File: src/rtl/rxcap_pkg.sv
package rxcap_pkg;
    typedef enum logic {
        ST_SCAN = 1'b0,
        ST_HOLD = 1'b1
    } rxcap_state_e;

    localparam int PRESENT_BIT = 15;
    localparam int LINE_LSB    = 8;
    localparam int LEN_BASE    = 5;
endpackage

File: src/rtl/rxcap_pick.sv
module rxcap_pick #(
    parameter int NLINES = 16,
    localparam int LNW   = $clog2(NLINES)
) (
    input  logic [NLINES-1:0] req,
    output logic [NLINES-1:0] gnt,
    output logic [LNW-1:0]    idx,
    output logic              any
);
    // Walk from the top down so the lowest requesting line is assigned last.
    always_comb begin
        gnt = '0;
        idx = '0;
        any = 1'b0;
        for (int i = NLINES - 1; i >= 0; i--) begin
            if (req[i]) begin
                gnt    = '0;
                gnt[i] = 1'b1;
                idx    = LNW'(i);
                any    = 1'b1;
            end
        end
    end
endmodule

File: src/rtl/rxcap_fmt.sv
module rxcap_fmt
    import rxcap_pkg::*;
#(
    parameter int CHW   = 8,
    parameter int LENW  = 2,
    parameter int LNW   = 4,
    parameter int WORDW = 16
) (
    input  logic [CHW-1:0]   chr,
    input  logic [LENW-1:0]  len,
    input  logic [LNW-1:0]   line,
    output logic [WORDW-1:0] word
);
    logic [CHW-1:0] keep;

    // Bit b is kept when it lies below the configured character length.
    for (genvar b = 0; b < CHW; b++) begin : g_keep
        assign keep[b] = (32'(b) < (32'(LEN_BASE) + 32'(len)));
    end

    always_comb begin
        word                   = '0;
        word[CHW-1:0]          = chr & keep;
        word[LINE_LSB +: LNW]  = line;
        word[PRESENT_BIT]      = 1'b1;
    end
endmodule

File: src/rtl/rxcap_top.sv
module rxcap_top
    import rxcap_pkg::*;
#(
    parameter int NLINES = 16,
    parameter int CHW    = 8,
    parameter int LENW   = 2,
    parameter int RATEW  = 4,
    parameter int WORDW  = 16
) (
    input  logic                         clk,
    input  logic                         rst_n,
    input  logic                         mclr,
    input  logic                         rx_ie,
    input  logic [NLINES-1:0]            rx_valid,
    input  logic [NLINES-1:0][CHW-1:0]   rx_char,
    input  logic [NLINES-1:0][LENW-1:0]  cfg_len,
    input  logic [NLINES-1:0][RATEW-1:0] cfg_rate,
    output logic [NLINES-1:0]            rx_ready,
    input  logic                         rd_strobe,
    output logic [WORDW-1:0]             rd_data,
    output logic                         rx_flag,
    output logic                         irq
);
    localparam int LNW = $clog2(NLINES);

    rxcap_state_e      state_q, state_d;
    logic [NLINES-1:0] eligible;
    logic [NLINES-1:0] gnt;
    logic [LNW-1:0]    win_idx;
    logic              win_any;
    logic [WORDW-1:0]  cap_word;
    logic [WORDW-1:0]  hold_q;

    // A line takes part in the scan only with a nonzero rate setting.
    for (genvar i = 0; i < NLINES; i++) begin : g_elig
        assign eligible[i] = rx_valid[i] & (|cfg_rate[i]);
    end

    rxcap_pick #(.NLINES(NLINES)) u_pick (
        .req (eligible),
        .gnt (gnt),
        .idx (win_idx),
        .any (win_any)
    );

    rxcap_fmt #(.CHW(CHW), .LENW(LENW), .LNW(LNW), .WORDW(WORDW)) u_fmt (
        .chr  (rx_char[win_idx]),
        .len  (cfg_len[win_idx]),
        .line (win_idx),
        .word (cap_word)
    );

    // Transitions: T_CLEAR (mclr), T_CAPTURE (scan hit), T_RELEASE (read).
    always_comb begin
        state_d = state_q;
        if (mclr) begin
            state_d = ST_SCAN;
        end else begin
            unique case (state_q)
                ST_SCAN: if (win_any)   state_d = ST_HOLD;
                ST_HOLD: if (rd_strobe) state_d = ST_SCAN;
            endcase
        end
    end

    always_ff @(posedge clk or negedge rst_n) begin
        if (!rst_n) state_q <= ST_SCAN;
        else        state_q <= state_d;
    end

    always_ff @(posedge clk or negedge rst_n) begin
        if (!rst_n) begin
            hold_q <= '0;
        end else if (mclr) begin
            hold_q <= '0;
        end else begin
            unique case (state_q)
                ST_SCAN: if (win_any)   hold_q <= cap_word;
                ST_HOLD: if (rd_strobe) hold_q <= '0;
            endcase
        end
    end

    always_comb begin
        rx_ready = '0;
        rx_flag  = 1'b0;
        unique case (state_q)
            ST_SCAN: if (!mclr) rx_ready = gnt;
            ST_HOLD: rx_flag = 1'b1;
        endcase
        irq     = rx_flag & rx_ie;
        rd_data = hold_q;
    end
endmodule

File: config.mk
export PLATFORM = sky130hd
export DESIGN_NAME = rxcap_top
export DESIGN_NICKNAME = d
export VERILOG_FILES = /design/src/rtl/rxcap_pkg.sv /design/src/rtl/rxcap_pick.sv /design/src/rtl/rxcap_fmt.sv /design/src/rtl/rxcap_top.sv
export SDC_FILE = /design/constraint.sdc
export NUM_CORES = 1
export LEC_CHECK = 0
export BUFFER_PORTS_ARGS = -buffer_cell sky130_fd_sc_hd__buf_2
export CORE_AREA = 3 3 108 110
export CTS_CLUSTER_SIZE = 14
export DETAILED_ROUTE_END_ITERATION = 12
export DIE_AREA = 0 0 111 113
export PLACE_DENSITY = 0.7
export SLEW_MARGIN = 10
export SYNTH_ARGS = -nofsm -noshare
export SYNTH_HDL_FRONTEND = slang
export SYNTH_HIERARCHICAL = 1
export SYNTH_SLANG_ARGS = --single-unit
File: constraint.sdc
create_clock -name clk -period 5.1 [get_ports clk]
set_input_delay 0.765 -clock clk [delete_from_list [all_inputs] [get_ports clk]]
set_output_delay 0.765 -clock clk [all_outputs]
set_load 0.005 [all_outputs]
==> results.cfg, run 1 <==
[route]
wl_um = 11900
ant_nets = 0
routed_via_density = 5.10
vias = 3221
first_pass_iters = 4
post-route-drc-count = 0
drt_iter0_markers = 181
routedWlPerCell_um = 18.9

[floorplanning]
die_h_um = 113
core_area_um2 = 10800
die_width_um = 111
start_util = 0.243
ios = 279
die_area_um2 = 12500
rows = 38

[power]
irDropWorstVdd_mv = 0.0780
power.leakage_nw = 2.07
power.density_nw_per_um2 = 136
p_total_uw = 560

[setup_path]
start_kind = input pin
crit_start = cfg_rate[49]
regToRegStartpoint = state_q
critical_path_required_ns = 5.24
crit_fanout = 34
endpoint_kind = flop
crit_type = input pin to flop
cp.arrival_ns = 3.92

[sta]
fin_worst_skew_ns = 0.00222
rsz0062_at_grt = false
fin_hold_ws_ns = 0.435
min_period_over_period = 0.742
fin_tns_setup_ns = 0
maxSlewHeadroom = 0.335
fmax_mhz = 264
tightest_slew_ns = 0.996
layout_min_cycle_time_ns = 3.78
maxSlewViolCount = 0
layout_setup_ws_ns = 1.32
finalSetupViolations = 0
hold_viol = 0

[layout]
final_core_util = 0.381
n_antenna_cell = 0
drive_above_1_share = 0.659
final_cells = 632
nFillCells = 1065
design_area_um2 = 4120
area_growth_syn_to_layout_pct = 56.8
nNetsFinal = 738

[clock_network]
numCtsBuffers = 3
cts_setup_buffers = 0
cts_max_level = 1
clockRootBuffer = clkbuf_8
cts_num_sinks = 17
path_clk_slew_ns = 0.07
cts_resized = 0
cts_buffer_depth = 2
ctsHoldBuffers = 0
cts_tree = yes
clkLatencyLatePin_ns = 0.25

[global_route]
track_usage = 0.177
grt_antenna_before_repair = 0
grt_pass1_vias = 3352
grt_max_degree = 42
grt_pass1_wl_um = 17900
gr-total-overflow = 0

[yosys]
synth_commonest_cells = 28 x mux4_2, 22 x and2_1, 20 x a22oi_1, 17 x dfrtp_1
ys_ff_latch = 17
ys_types = 44
synthArstFlopShare = 1.00
synth_top_area_share = 0.240
synth_seq_area_share = 0.162
synthCells = 233
synth_edf_count = 0
syn_area_um2 = 2630
synthTopCellsByArea = mux4_2 24%, dfrtp_1 16%, mux4_1 12%
synth_ff_type = dfrtp_1
syn_area_per_cell_um2 = 11.3
synth_warnings = 6
synth_most_common_cell = mux4_2
synth_top_area_cell = mux4_2

[worst_hold_path]
hold_path_class = input pin to asynchronous set/reset pin

[flow_run]
cap_violations = 0

[placed_design]
placed_cell_area_um2 = 4070
io_buffers = 278
gp_congestion = 0.847
place_inst = 628
dp_slack_ns = 0.996
dp_hpwl_um = 10400

[status]
status = finished, final reports clean
-- cell usage in the layout, fill, tap and decap left out, drive strengths merged, types with 2 or more instances in the layout --
| master | count |
|---|---|
| nor4b | 2 |
| a22o | 16 |
| nor3 | 6 |
| a211oi | 2 |
| a21oi | 2 |
| and2 | 24 |
| clkbuf | 4 |
| inv | 4 |
| nor2 | 14 |
| nand2 | 14 |
| and3 | 3 |
| buf | 283 |
| conb | 4 |
| o41a | 16 |
| nor2b | 5 |
| nor4 | 4 |
| a22oi | 20 |
| dfrtp | 17 |
| mux4 | 40 |
-- cell type report --
cell class / count / area (um2) / area share
Clock buffer: 4 / 45.0 / 0.0109
Multi-Input combinational cell: 184 / 2010 / 0.489
Timing Repair Buffer: 283 / 1440 / 0.350
Sequential cell: 17 / 425 / 0.103
Inverter: 4 / 15.0 / 0.00365
Tap cell: 140 / 175 / 0.0426
-- state kept, by name, indices dropped and copies added (netlist names) --
signal,flops
state_q,1
rd_data,16
-- worst paths after layout --
kind | endpoint | slack (ns) | cells past startpoint
max | rd_data[5] | 1.32 | 11
min | rd_data[10] | 0.43 | 1
max reg2reg | rd_data[15] | 2.87 | 3
min reg2reg | rd_data[12] | 0.51 | 1
max in group asynchronous | rd_data[15] | 4.38 | 1
min in group clk | rd_data[12] | 0.51 | 1
-- worst max-delay path, stage by stage --
cell and delay (ns):
buf_2 0.09, o41a_1 0.48, o31a_1 0.34, o311a_1 0.31, nor4_2 0.32, buf_4 0.44, mux4_1 0.35, a22oi_1 0.27
nand2_1 0.14, o21a_1 0.20, a22o_1 0.19
-- power by group --
| part | internal (mW) | switching [mW] |
|---|---|---|
| clock network | 0.0554 | 0.0470 |
| logic | 0.179 | 0.127 |
| registers | 0.144 | 0.00737 |
| total | 0.378 | 0.181 |
-- cells by family after synthesis --
group           after synthesis  share of synthesized area
simple gates                 77                      0.180
buf+inv                      34                     0.0834
compound gates               63                      0.212
flops                        17                      0.162
mux                          40                      0.360
other cells                   2                    0.00286
-- routing by layer --
metal / up-vias / track usage / wire length (um)
met1: 1555 / 0.205 / 4510
li1: 1482 / - / -
met5: - / 0 / 0
met4: 0 / 0.0312 / 182
met3: 14 / 0.0369 / 889
met2: 170 / 0.340 / 6340
Note: power is estimated with default switching activity, not from simulation.
==> inputs of run 2 (changes only) <==
Settings changed: ABC_AREA from default to 1, PLACE_DENSITY 0.7 to 0.83.
Clock period 5.1 ns to 3.1 ns, I/O delays scaled along.
==> results.cfg, run 2 <==
[yosys]
synthCells = 750
synth_edf_count = 0
syn_area_per_cell_um2 = 4.86
syn_area_um2 = 3650
synth_warnings = 6
ys_types = 30
synth_top_area_share = 0.257
synthTopCellsByArea = nand2_1 26%, inv_1 19%, nand3_1 17%
synthArstFlopShare = 1.00
ys_ff_latch = 17
synth_commonest_cells = 250 x nand2_1, 187 x inv_1, 127 x nand3_1, 51 x nor2_1, 18 x nor4_1
synth_ff_type = dfrtp_1
synth_top_area_cell = nand2_1
synth_seq_area_share = 0.117
synth_most_common_cell = nand2_1

[floorplanning]
ios = 279
die_width_um = 111
die_area_um2 = 12500
die_h_um = 113
start_util = 0.338
core_area_um2 = 10800
rows = 38

[route]
ant_nets = 0
vias = 5211
post-route-drc-count = 0
routed_via_density = 4.57
routedWlPerCell_um = 12.9
wl_um = 14700
first_pass_iters = 5
drt_iter0_markers = 401

[setup_path]
endpoint_kind = primary output
critical_path_required_ns = 2.63
start_kind = input pin
crit_fanout = 6
crit_type = input pin to primary output
rr_worst_depth = 4
cp.arrival_ns = 2.35

[power]
seq_power_share = 0.230
p_switching_uw = 468
power.leakage_nw = 3.42
intPower_uw = 625
comb_power_share = 0.622
p_clk_frac = 0.149
power.density_nw_per_um2 = 212
p_total_mw = 1.09
swShare = 0.428
irDropWorstVdd_mv = 0.114

[sta]
layout_min_cycle_time_ns = 2.82
finalSetupViolations = 0
min_period_over_period = 0.908
hold_viol = 0
tightest_slew_ns = 0.653
fin_tns_setup_ns = 0
maxSlewViolCount = 0
fmax_mhz = 355
rsz0062_at_grt = true
maxSlewHeadroom = 0.564
fin_worst_skew_ns = 0.000520

[layout]
final_common_cell = buf_2
drive_above_1_share = 0.316
area_growth_syn_to_layout_pct = 41.5
final_cell_mix = 278 x buf_2, 249 x nand2_1, 187 x inv_1
design_area_um2 = 5160
largest_register_ffs = 16
final_core_util = 0.478
nNetsFinal = 1246

[placed_design]
dp_hpwl_um = 12400
gp_congestion = 0.915
io_buffers = 278
placed_cell_area_um2 = 5110

[clock_network]
numCtsBuffers = 3
cts_tree = yes
cts_num_sinks = 17
cts_buffer_depth = 2
clockRootBuffer = clkbuf_8
clkLatencyLatePin_ns = 0.24
path_clk_slew_ns = 0.06
cts_setup_buffers = 0
ctsHoldBuffers = 0
cts_max_level = 1

[global_route]
grt_max_degree = 42
grt_pass1_vias = 4924
gr-total-overflow = 0
grt_antenna_before_repair = 1
track_usage = 0.221
grt_pass1_wl_um = 23000

[status]
status = finished, final reports clean

[worst_hold_path]
hold_path_class = input pin to asynchronous set/reset pin

[flow_run]
cap_violations = 0
run 2: changes by cell type after synthesis, sizes merged, moves of 5 or more:
| cell | before | now |
|---|---|---|
| nand2 | 14 | 251 |
| inv | 4 | 191 |
| nand3 | 1 | 129 |
| nor2 | 14 | 55 |
| mux4 | 40 | 0 |
| and2 | 24 | 0 |
| a22oi | 20 | 0 |
| buf | 25 | 42 |
| a22o | 16 | 0 |
| o22ai | 0 | 16 |
| o41a | 16 | 0 |
| nor4 | 4 | 18 |
| nor2b | 5 | 0 |
run 2: layer usage:
| layer | vias up | share of wire | track usage | wire length [um] |
|---|---|---|---|---|
| met1 | 2216 | 0.40 | 0.266 | 5900 |
| met5 | - | 0 | 0 | 0 |
| met4 | 0 | 0.018 | 0.0435 | 258 |
| met3 | 18 | 0.076 | 0.0241 | 1120 |
| met2 | 252 | 0.51 | 0.424 | 7430 |
| li1 | 2725 | - | - | - |
run 2: metrics by stage:
stage	instances	hold WS (ns)	setup WS (ns)
finish	1141	0.139	0.284
global placement	1136	0.419	0.0749
CTS	1140	0.146	0.295
global route	1141	0.164	-0.00624
detailed placement	1136	0.415	0.0679
floorplan	752	0.169	0.601
run 2: final timing paths:
path	from	to	slack (ns)
max	cfg_rate[13]	rx_ready[15]	0.28
min	rst_n	rd_data[15]	0.14
max reg2reg	state_q	rd_data[8]	1.56
min reg2reg	rd_data[9]	rd_data[9]	0.53
max in group asynchronous	rst_n	rd_data[3]	2.68
min in group clk	mclr	state_q	0.39
run 2: logic make-up after synthesis:
| kind of cell | share of synthesized area |
|---|---|
| and+or+nand+nor | 0.556 |
| buffers and inverters | 0.291 |
| AOI/OAI and AO/OA | 0.0347 |
| DFF | 0.117 |
| other | 0.00206 |
run 2: layout make-up:
class / count / area (um2)
Tap cell: 140 / 175
Multi-Input combinational cell: 492 / 2190
Sequential cell: 17 / 425
Inverter: 193 / 731
Fill cell: 1184 / 5630
Timing Repair Buffer: 294 / 1590
Antenna cell: 1 / 2.50
Clock buffer: 4 / 45.0
run 2: timing repair:
item	in CTS	in global routing
gates resized for setup	0	0
hold endpoints to repair	0	0
endpoints found under the setup margin	0	1
run 2: power groups by stage:
stage                     Sequential [mW]  Combinational, mW  Clock, mW
after floorplan                     0.252              0.417          0
after global placement              0.256              0.677          0
after detailed placement            0.256              0.679          0
after CTS                           0.252              0.682      0.169
after global routing                0.253              0.769      0.180
final                               0.251              0.680      0.163
run 2: worst max-delay path, stage by stage:
cell      delay [ns]
buf_2           0.10
nor4_1          0.35
buf_4           0.18
nor2_1          0.05
nor2_2          0.22
nand3_4         0.12
clkinv_2        0.08
nand2_4         0.06
or3_4           0.34
nor2_2          0.09
nand2_1         0.06
nor2_1          0.10
buf_2           0.13
